$ cat config.mk
export PLATFORM = sky130hd
export DESIGN_NAME = arbiter_top
export DESIGN_NICKNAME = d
export VERILOG_FILES = /design/src/rtl/arb_pkg.sv /design/src/rtl/arb_ctrl.sv /design/src/rtl/arb_datapath.sv /design/src/rtl/arbiter_top.sv
export SDC_FILE = /design/constraint.sdc
export NUM_CORES = 1
export LEC_CHECK = 0
export ABC_AREA = 1
export BUFFER_PORTS_ARGS = -buffer_cell sky130_fd_sc_hd__buf_4
export CAP_MARGIN = 20
export CORE_AREA = 2 2 39 41
export CTS_CLUSTER_DIAMETER = 50
export DETAILED_ROUTE_END_ITERATION = 6
export DIE_AREA = 0 0 41 43
export HOLD_SLACK_MARGIN = 0.12
export SLEW_MARGIN = 20
export SYNTH_ARGS = -nofsm -noshare
export SYNTH_HDL_FRONTEND = slang
export SYNTH_HIERARCHICAL = 1
export SYNTH_SLANG_ARGS = --single-unit
$ cat constraint.sdc
create_clock -name clk -period 1.45 [get_ports clk]
set_input_delay 0.2175 -clock clk [delete_from_list [all_inputs] [get_ports clk]]
set_output_delay 0.2175 -clock clk [all_outputs]
set_load 0.02 [all_outputs]
$ cat src/rtl/arb_pkg.sv
package arb_pkg;

  localparam int NUM_GRANTS = 3;
  localparam int OWNER_W    = $clog2(NUM_GRANTS);

  typedef enum logic [OWNER_W-1:0] {
    OWN_CORE = 2'd0,
    OWN_DMA  = 2'd1,
    OWN_EXT  = 2'd2
  } owner_e;

  typedef enum logic [1:0] {
    PARK_ROUND   = 2'b00,
    PARK_CORE    = 2'b01,
    PARK_DMA     = 2'b10,
    PARK_CURRENT = 2'b11
  } park_e;

  typedef struct packed {
    logic   load;
    owner_e nextOwner;
  } arbStrobe_t;

endpackage

$ cat src/rtl/arb_ctrl.sv
module arb_ctrl
  import arb_pkg::*;
(
  input  logic [1:0] parkMode,
  input  logic       coreReq,
  input  logic       dmaReq,
  input  logic       dmaHiPri,
  input  logic       extReq,
  input  logic       extBusGrant,
  input  logic       cycleDone,
  input  owner_e     lastInternal,
  output arbStrobe_t strobe
);

  owner_e winner;
  owner_e otherInternal;
  park_e  mode;

  assign mode          = park_e'(parkMode);
  assign otherInternal = (lastInternal == OWN_CORE) ? OWN_DMA : OWN_CORE;

  always_comb begin
    winner = lastInternal;
    if (!extBusGrant && extReq) begin
      winner = OWN_EXT;
    end else if (!extBusGrant && coreReq) begin
      winner = OWN_CORE;
    end else if (!extBusGrant && dmaReq) begin
      winner = OWN_DMA;
    end else if (dmaReq && dmaHiPri) begin
      winner = OWN_DMA;
    end else if (coreReq && dmaReq) begin
      unique case (mode)
        PARK_ROUND:   winner = otherInternal;
        PARK_CORE:    winner = OWN_CORE;
        PARK_DMA:     winner = OWN_DMA;
        PARK_CURRENT: winner = lastInternal;
        default:      winner = lastInternal;
      endcase
    end else if (coreReq) begin
      winner = OWN_CORE;
    end else if (dmaReq) begin
      winner = OWN_DMA;
    end else begin
      unique case (mode)
        PARK_CORE: winner = OWN_CORE;
        PARK_DMA:  winner = OWN_DMA;
        default:   winner = lastInternal;
      endcase
    end
  end

  assign strobe.load      = cycleDone;
  assign strobe.nextOwner = winner;

endmodule

$ cat src/rtl/arb_datapath.sv
module arb_datapath
  import arb_pkg::*;
#(
  parameter owner_e RESET_OWNER = OWN_CORE
) (
  input  logic                  clk,
  input  logic                  rstN,
  input  arbStrobe_t            strobe,
  output owner_e                lastInternal,
  output logic [NUM_GRANTS-1:0] grantVec
);

  localparam owner_e RESET_LAST = (RESET_OWNER == OWN_DMA) ? OWN_DMA : OWN_CORE;

  owner_e owner;

  always_ff @(posedge clk) begin
    if (!rstN) begin
      owner        <= RESET_OWNER;
      lastInternal <= RESET_LAST;
    end else if (strobe.load) begin
      owner <= strobe.nextOwner;
      if (strobe.nextOwner != OWN_EXT) begin
        lastInternal <= strobe.nextOwner;
      end
    end
  end

  for (genvar g = 0; g < NUM_GRANTS; g++) begin : g_grant
    assign grantVec[g] = (owner == owner_e'(g));
  end

endmodule

$ cat src/rtl/arbiter_top.sv
module arbiter_top
  import arb_pkg::*;
#(
  parameter owner_e RESET_OWNER = OWN_CORE
) (
  input  logic       clk,
  input  logic       rstN,
  input  logic [1:0] parkMode,
  input  logic       coreReq,
  input  logic       dmaReq,
  input  logic       dmaHiPri,
  input  logic       extReq,
  input  logic       extBusGrant,
  input  logic       cycleDone,
  output logic       grantCore,
  output logic       grantDma,
  output logic       grantExt
);

  arbStrobe_t            strobe;
  owner_e                lastInternal;
  logic [NUM_GRANTS-1:0] grantVec;

  arb_ctrl u_ctrl (
    .parkMode     (parkMode),
    .coreReq      (coreReq),
    .dmaReq       (dmaReq),
    .dmaHiPri     (dmaHiPri),
    .extReq       (extReq),
    .extBusGrant  (extBusGrant),
    .cycleDone    (cycleDone),
    .lastInternal (lastInternal),
    .strobe       (strobe)
  );

  arb_datapath #(.RESET_OWNER(RESET_OWNER)) u_dp (
    .clk          (clk),
    .rstN         (rstN),
    .strobe       (strobe),
    .lastInternal (lastInternal),
    .grantVec     (grantVec)
  );

  assign grantCore = grantVec[OWN_CORE];
  assign grantDma  = grantVec[OWN_DMA];
  assign grantExt  = grantVec[OWN_EXT];

endmodule

[After elaboration in Yosys (flattened, before gate mapping)]
Index checks and enable logic that the tools add are counted.
Cells by class
  $add $sub $neg: 0
  bitwise logic cells: 0
  reduce and logical (&&, ||, !) cells: 10
  shift operators: 0
  $mul: 0
  divide/modulo/power cells: 0
  muxes and demuxes: 10
  $lt $le $gt $ge: 0
  equal/unequal tests: 6
Operators with widths (count)
  $mux W2: 7
  $pmux W2 S4: 1
  $eq A2 B2 Y1 const B: 3
  $logic_not A2 Y1: 3
  $logic_and A1 B1 Y1: 5
  $eq A2 B1 Y1 const B: 2
  $pmux W2 S2: 1
  $ne A2 B2 Y1 const B: 1
  $reduce_and A2 Y1: 1
  $logic_not A1 Y1: 1
  $mux W1: 1
Storage, ports and cells
  bits in writable memories: 0
  latch bits: 0
  bits in read-only memories: 0
  output and inout bits: 3
  register bits: 4
  word-level logic and storage cells: 28
  input port bits: 10
  memories: 0

[Depth between registers and ports, before layout]
  depth in word-level cells: 11
  gate-level depth with buffers: 11
  mapped depth without buffers: 11

[Hierarchy]
Netlist, hierarchy kept.
Modules (own cells, without submodules)
  arb_ctrl: sequential area each 0.0 µm², cells an instance 39, area an instance 193.9 µm², instances 1
  arb_datapath: sequential area each 80.1 µm², cells an instance 23, area an instance 162.7 µm², instances 1

[Worst setup path before layout]
OpenSTA, ideal clock, no wires.
  path kind: input to register
  from: input parkMode[0]
  to: register u_dp.owner[0]
  data arrival time: 1110 ps
  stages on the path: 9
  buffers on the path: 0
  slack: 274 ps
  library setup time: 66 ps
  required time: 1384 ps
  path through: inv_1 -> ha_1 -> inv_1 -> nand2_1 -> nand3_2 -> nand2_1 -> a21oi_2 -> nand2_1 -> a21boi_2
RTL lines
  from (decl): line arbiter_top.sv:8  | input logic [1:0] parkMode,
  to (signal assigned): line arb_datapath.sv:22  | owner <= strobe.nextOwner;
  to (decl): line arb_datapath.sv:15  | owner_e owner;

==> flow_metrics.tcl <==
set metrics [dict create \
    antenna_found_initial 0 \
    synth_warnings 6 \
    use_met3 0.0157 \
    crit_arrival_ns 1.29 \
    vias 361 \
    grt_max_degree 7 \
    port_buffers 12 \
    hpwl_um 565 \
    max_stage_delay_ns 0.31 \
    fin_crit_ns 1.13 \
    leakage_nw 0.277 \
    placed_cells 89 \
    synth_top_area_frac 0.232 \
    ir_drop_v 0.000185 \
    cpMaxStageDelayCell "ha_1" \
    fmax_mhz 886 \
    gp_congestion 0.709 \
    timing.final.max_slew_violations 0 \
    cp_max_fo 3 \
    netlist_area_sq_um 357 \
    syn_avg_cell_area_sq_um 5.75 \
    cts_made_buffers 3 \
    place_area_sq_um 459 \
    finalNetCount 91 \
    cts_tree "yes" \
    cp-start-kind "input port" \
    max_slew_margin 0.867 \
    clkPwrFrac 0.376 \
    synth_area_leaders "nand2_1 23%, dfxtp_1 22%, inv_1 13%" \
    grt_pass1_wl_mm 1.07 \
    max_cap_violations 0 \
    drtAntennaViolNets 0 \
    die_x_um 41 \
    fin_crit_sh 0.778 \
    combPwrFrac 0.278 \
    required_ns 1.62 \
    setup_viol 0 \
    clk_pin_slew_worst_paths_ns 0.04 \
    cts_root_buffer "clkbuf_4" \
    diodes 0 \
    clk_latency_ns 0.23 \
    grt-ovfl-total 0 \
    synth_fp_nets 75 \
    final_area_sq_um 482 \
    finalClockSkew_ns 0.00143 \
    wl_per_cell_um 7.18 \
    wl_um 661 \
    ys_seq_area_frac 0.225 \
    die_h_um 43 \
    start_util 0.258 \
    ios 13 \
    drc_errors 0 \
    met2_usage 0.138 \
    vias_per_cell 3.92 \
    seq_power_share 0.345 \
    hold_violations 0 \
    finalSetupTns_ns 0 \
    synth_seq_cells 4 \
    fin_ws_ns 0.322 \
    dieArea_sq_mm 0.00176 \
    hold_slack_ns 0.233 \
    track_usage 0.0862 \
    htreeDepth 1 \
    outcome "finished clean" \
    clock_path_buffers 2 \
    critPathMostFrequentCell "nand2_1" \
    clock-sinks 4 \
    postSynthCellCount 62 \
    power.density_mw_per_mm2 738 \
    worstPathCellList "buf_4, inv_1, ha_1, inv_1, nand2_1, nand3_2, nand2_1, a21oi_2, nand2_1, a21boi_2" \
    final_common_cell "nand2_1" \
    fin_cells 92 \
    rows 14 \
    crit_type "in2reg" \
    cts_hold_buf 0 \
    swShare 0.281 \
    hold_path_class "in2reg" \
    synth_top_cell_by_area "nand2_1" \
    endpoint_kind "register" \
    cts_resized 0 \
    p_switching_mw 0.0998 \
    area_growth_pct 35.1 \
    grt_setup_unrepaired "no" \
    layout_common_cells "22 x nand2_1, 12 x buf_4, 12 x inv_1" \
    grt_pass1_vias 320 \
    post_cts_buffers 0 \
    coreArea_sq_mm 0.00138 \
    yosysUniqueCellTypes 14 \
    busiest_layer "met2" \
    p_int_mw 0.256 \
    drtPass1Iterations 2 \
    grtUsageMet1 0.0958 \
    dr.first_iter.drc_count 2 \
    tightest_slew_ns 0.198 \
    dp_worst_setup_slack_ns 0.0869 \
    drive_above_1_share 0.250 \
]
[worst paths after layout]
check	startpoint	to	slack, ns	cells past startpoint
setup / recovery	parkMode[0]	u_dp/owner[0]$_SDFFE_PN0P_	0.32	10
hold / removal	rstN	u_dp/lastInternal[0]$_SDFFE_PN0P_	0.23	3
setup reg to reg	u_dp/lastInternal[0]$_SDFFE_PN0P_	u_dp/owner[0]$_SDFFE_PN0P_	0.36	8
hold reg to reg	u_dp/owner[0]$_SDFFE_PN0P_	u_dp/owner[0]$_SDFFE_PN0P_	0.50	2
[critical path: cells and delay by family]
kind                       cells  cell delay (ns)
adders and majority gates      1             0.31
AOI/OAI and AO/OA              2             0.30
and+or+nand+nor                4             0.26
buffers and inverters          3             0.22
[registers in the layout, summed over array words and instances, names as in the netlist]
name               cells
u_dp/owner             2
u_dp/lastInternal      2
[power groups by stage]
| stage | clock network (mW) | registers, mW | logic, mW |
|---|---|---|---|
| final | 0.134 | 0.123 | 0.0990 |
| after global placement | 0 | 0.124 | 0.0980 |
| after detailed placement | 0 | 0.125 | 0.0995 |
| after floorplan | 0 | 0.123 | 0.0617 |
| after global routing | 0.153 | 0.124 | 0.112 |
| after CTS | 0.141 | 0.123 | 0.0998 |
[layer usage]
metal	vias up	wire, um
met4	0	0
li1	214	-
met3	0	37
met5	-	0
met2	7	301
met1	140	322
[synthesized netlist by cell type]
| cell type | count |
|---|---|
| a21boi_2 | 1 |
| a21oi_1 | 1 |
| o21ai_1 | 2 |
| nand3_1 | 4 |
| inv_2 | 1 |
| nor2_1 | 8 |
| o21ai_0 | 1 |
| dfxtp_1 | 4 |
| inv_1 | 12 |
| ha_1 | 3 |
| buf_4 | 1 |
| nand3_2 | 1 |
| a21oi_2 | 1 |
| nand2_1 | 22 |
[cells by family (layout without fill, tap and decap cells)]
group / count (synthesis) / after routing / share of synthesized area
AND/OR/NAND/NOR: 35 / 35 / 0.400
AO/OA/AOI/OAI: 6 / 6 / 0.112
adder cells (fa/ha/maj): 3 / 3 / 0.105
flip-flops: 4 / 4 / 0.225
buffers and inverters: 14 / 28 / 0.158
[area by class of cell]
class / instances / area [sq um]
multi-input cells: 44 / 220
inverters: 13 / 48.8
repair buffers: 12 / 90.1
clock buffers: 3 / 22.5
well taps: 16 / 20.0
flip-flops and latches: 4 / 80.1
fillers: 157 / 902
[per-stage QoR]
| step | utilization | power, mW |
|---|---|---|
| floorplan | - | 0.185 |
| global placement | 0.332 | 0.222 |
| detailed placement | 0.332 | 0.224 |
| CTS | 0.348 | 0.363 |
| global route | 0.348 | 0.388 |
| finish | 0.348 | 0.356 |
(Power assumes the default switching activity.)
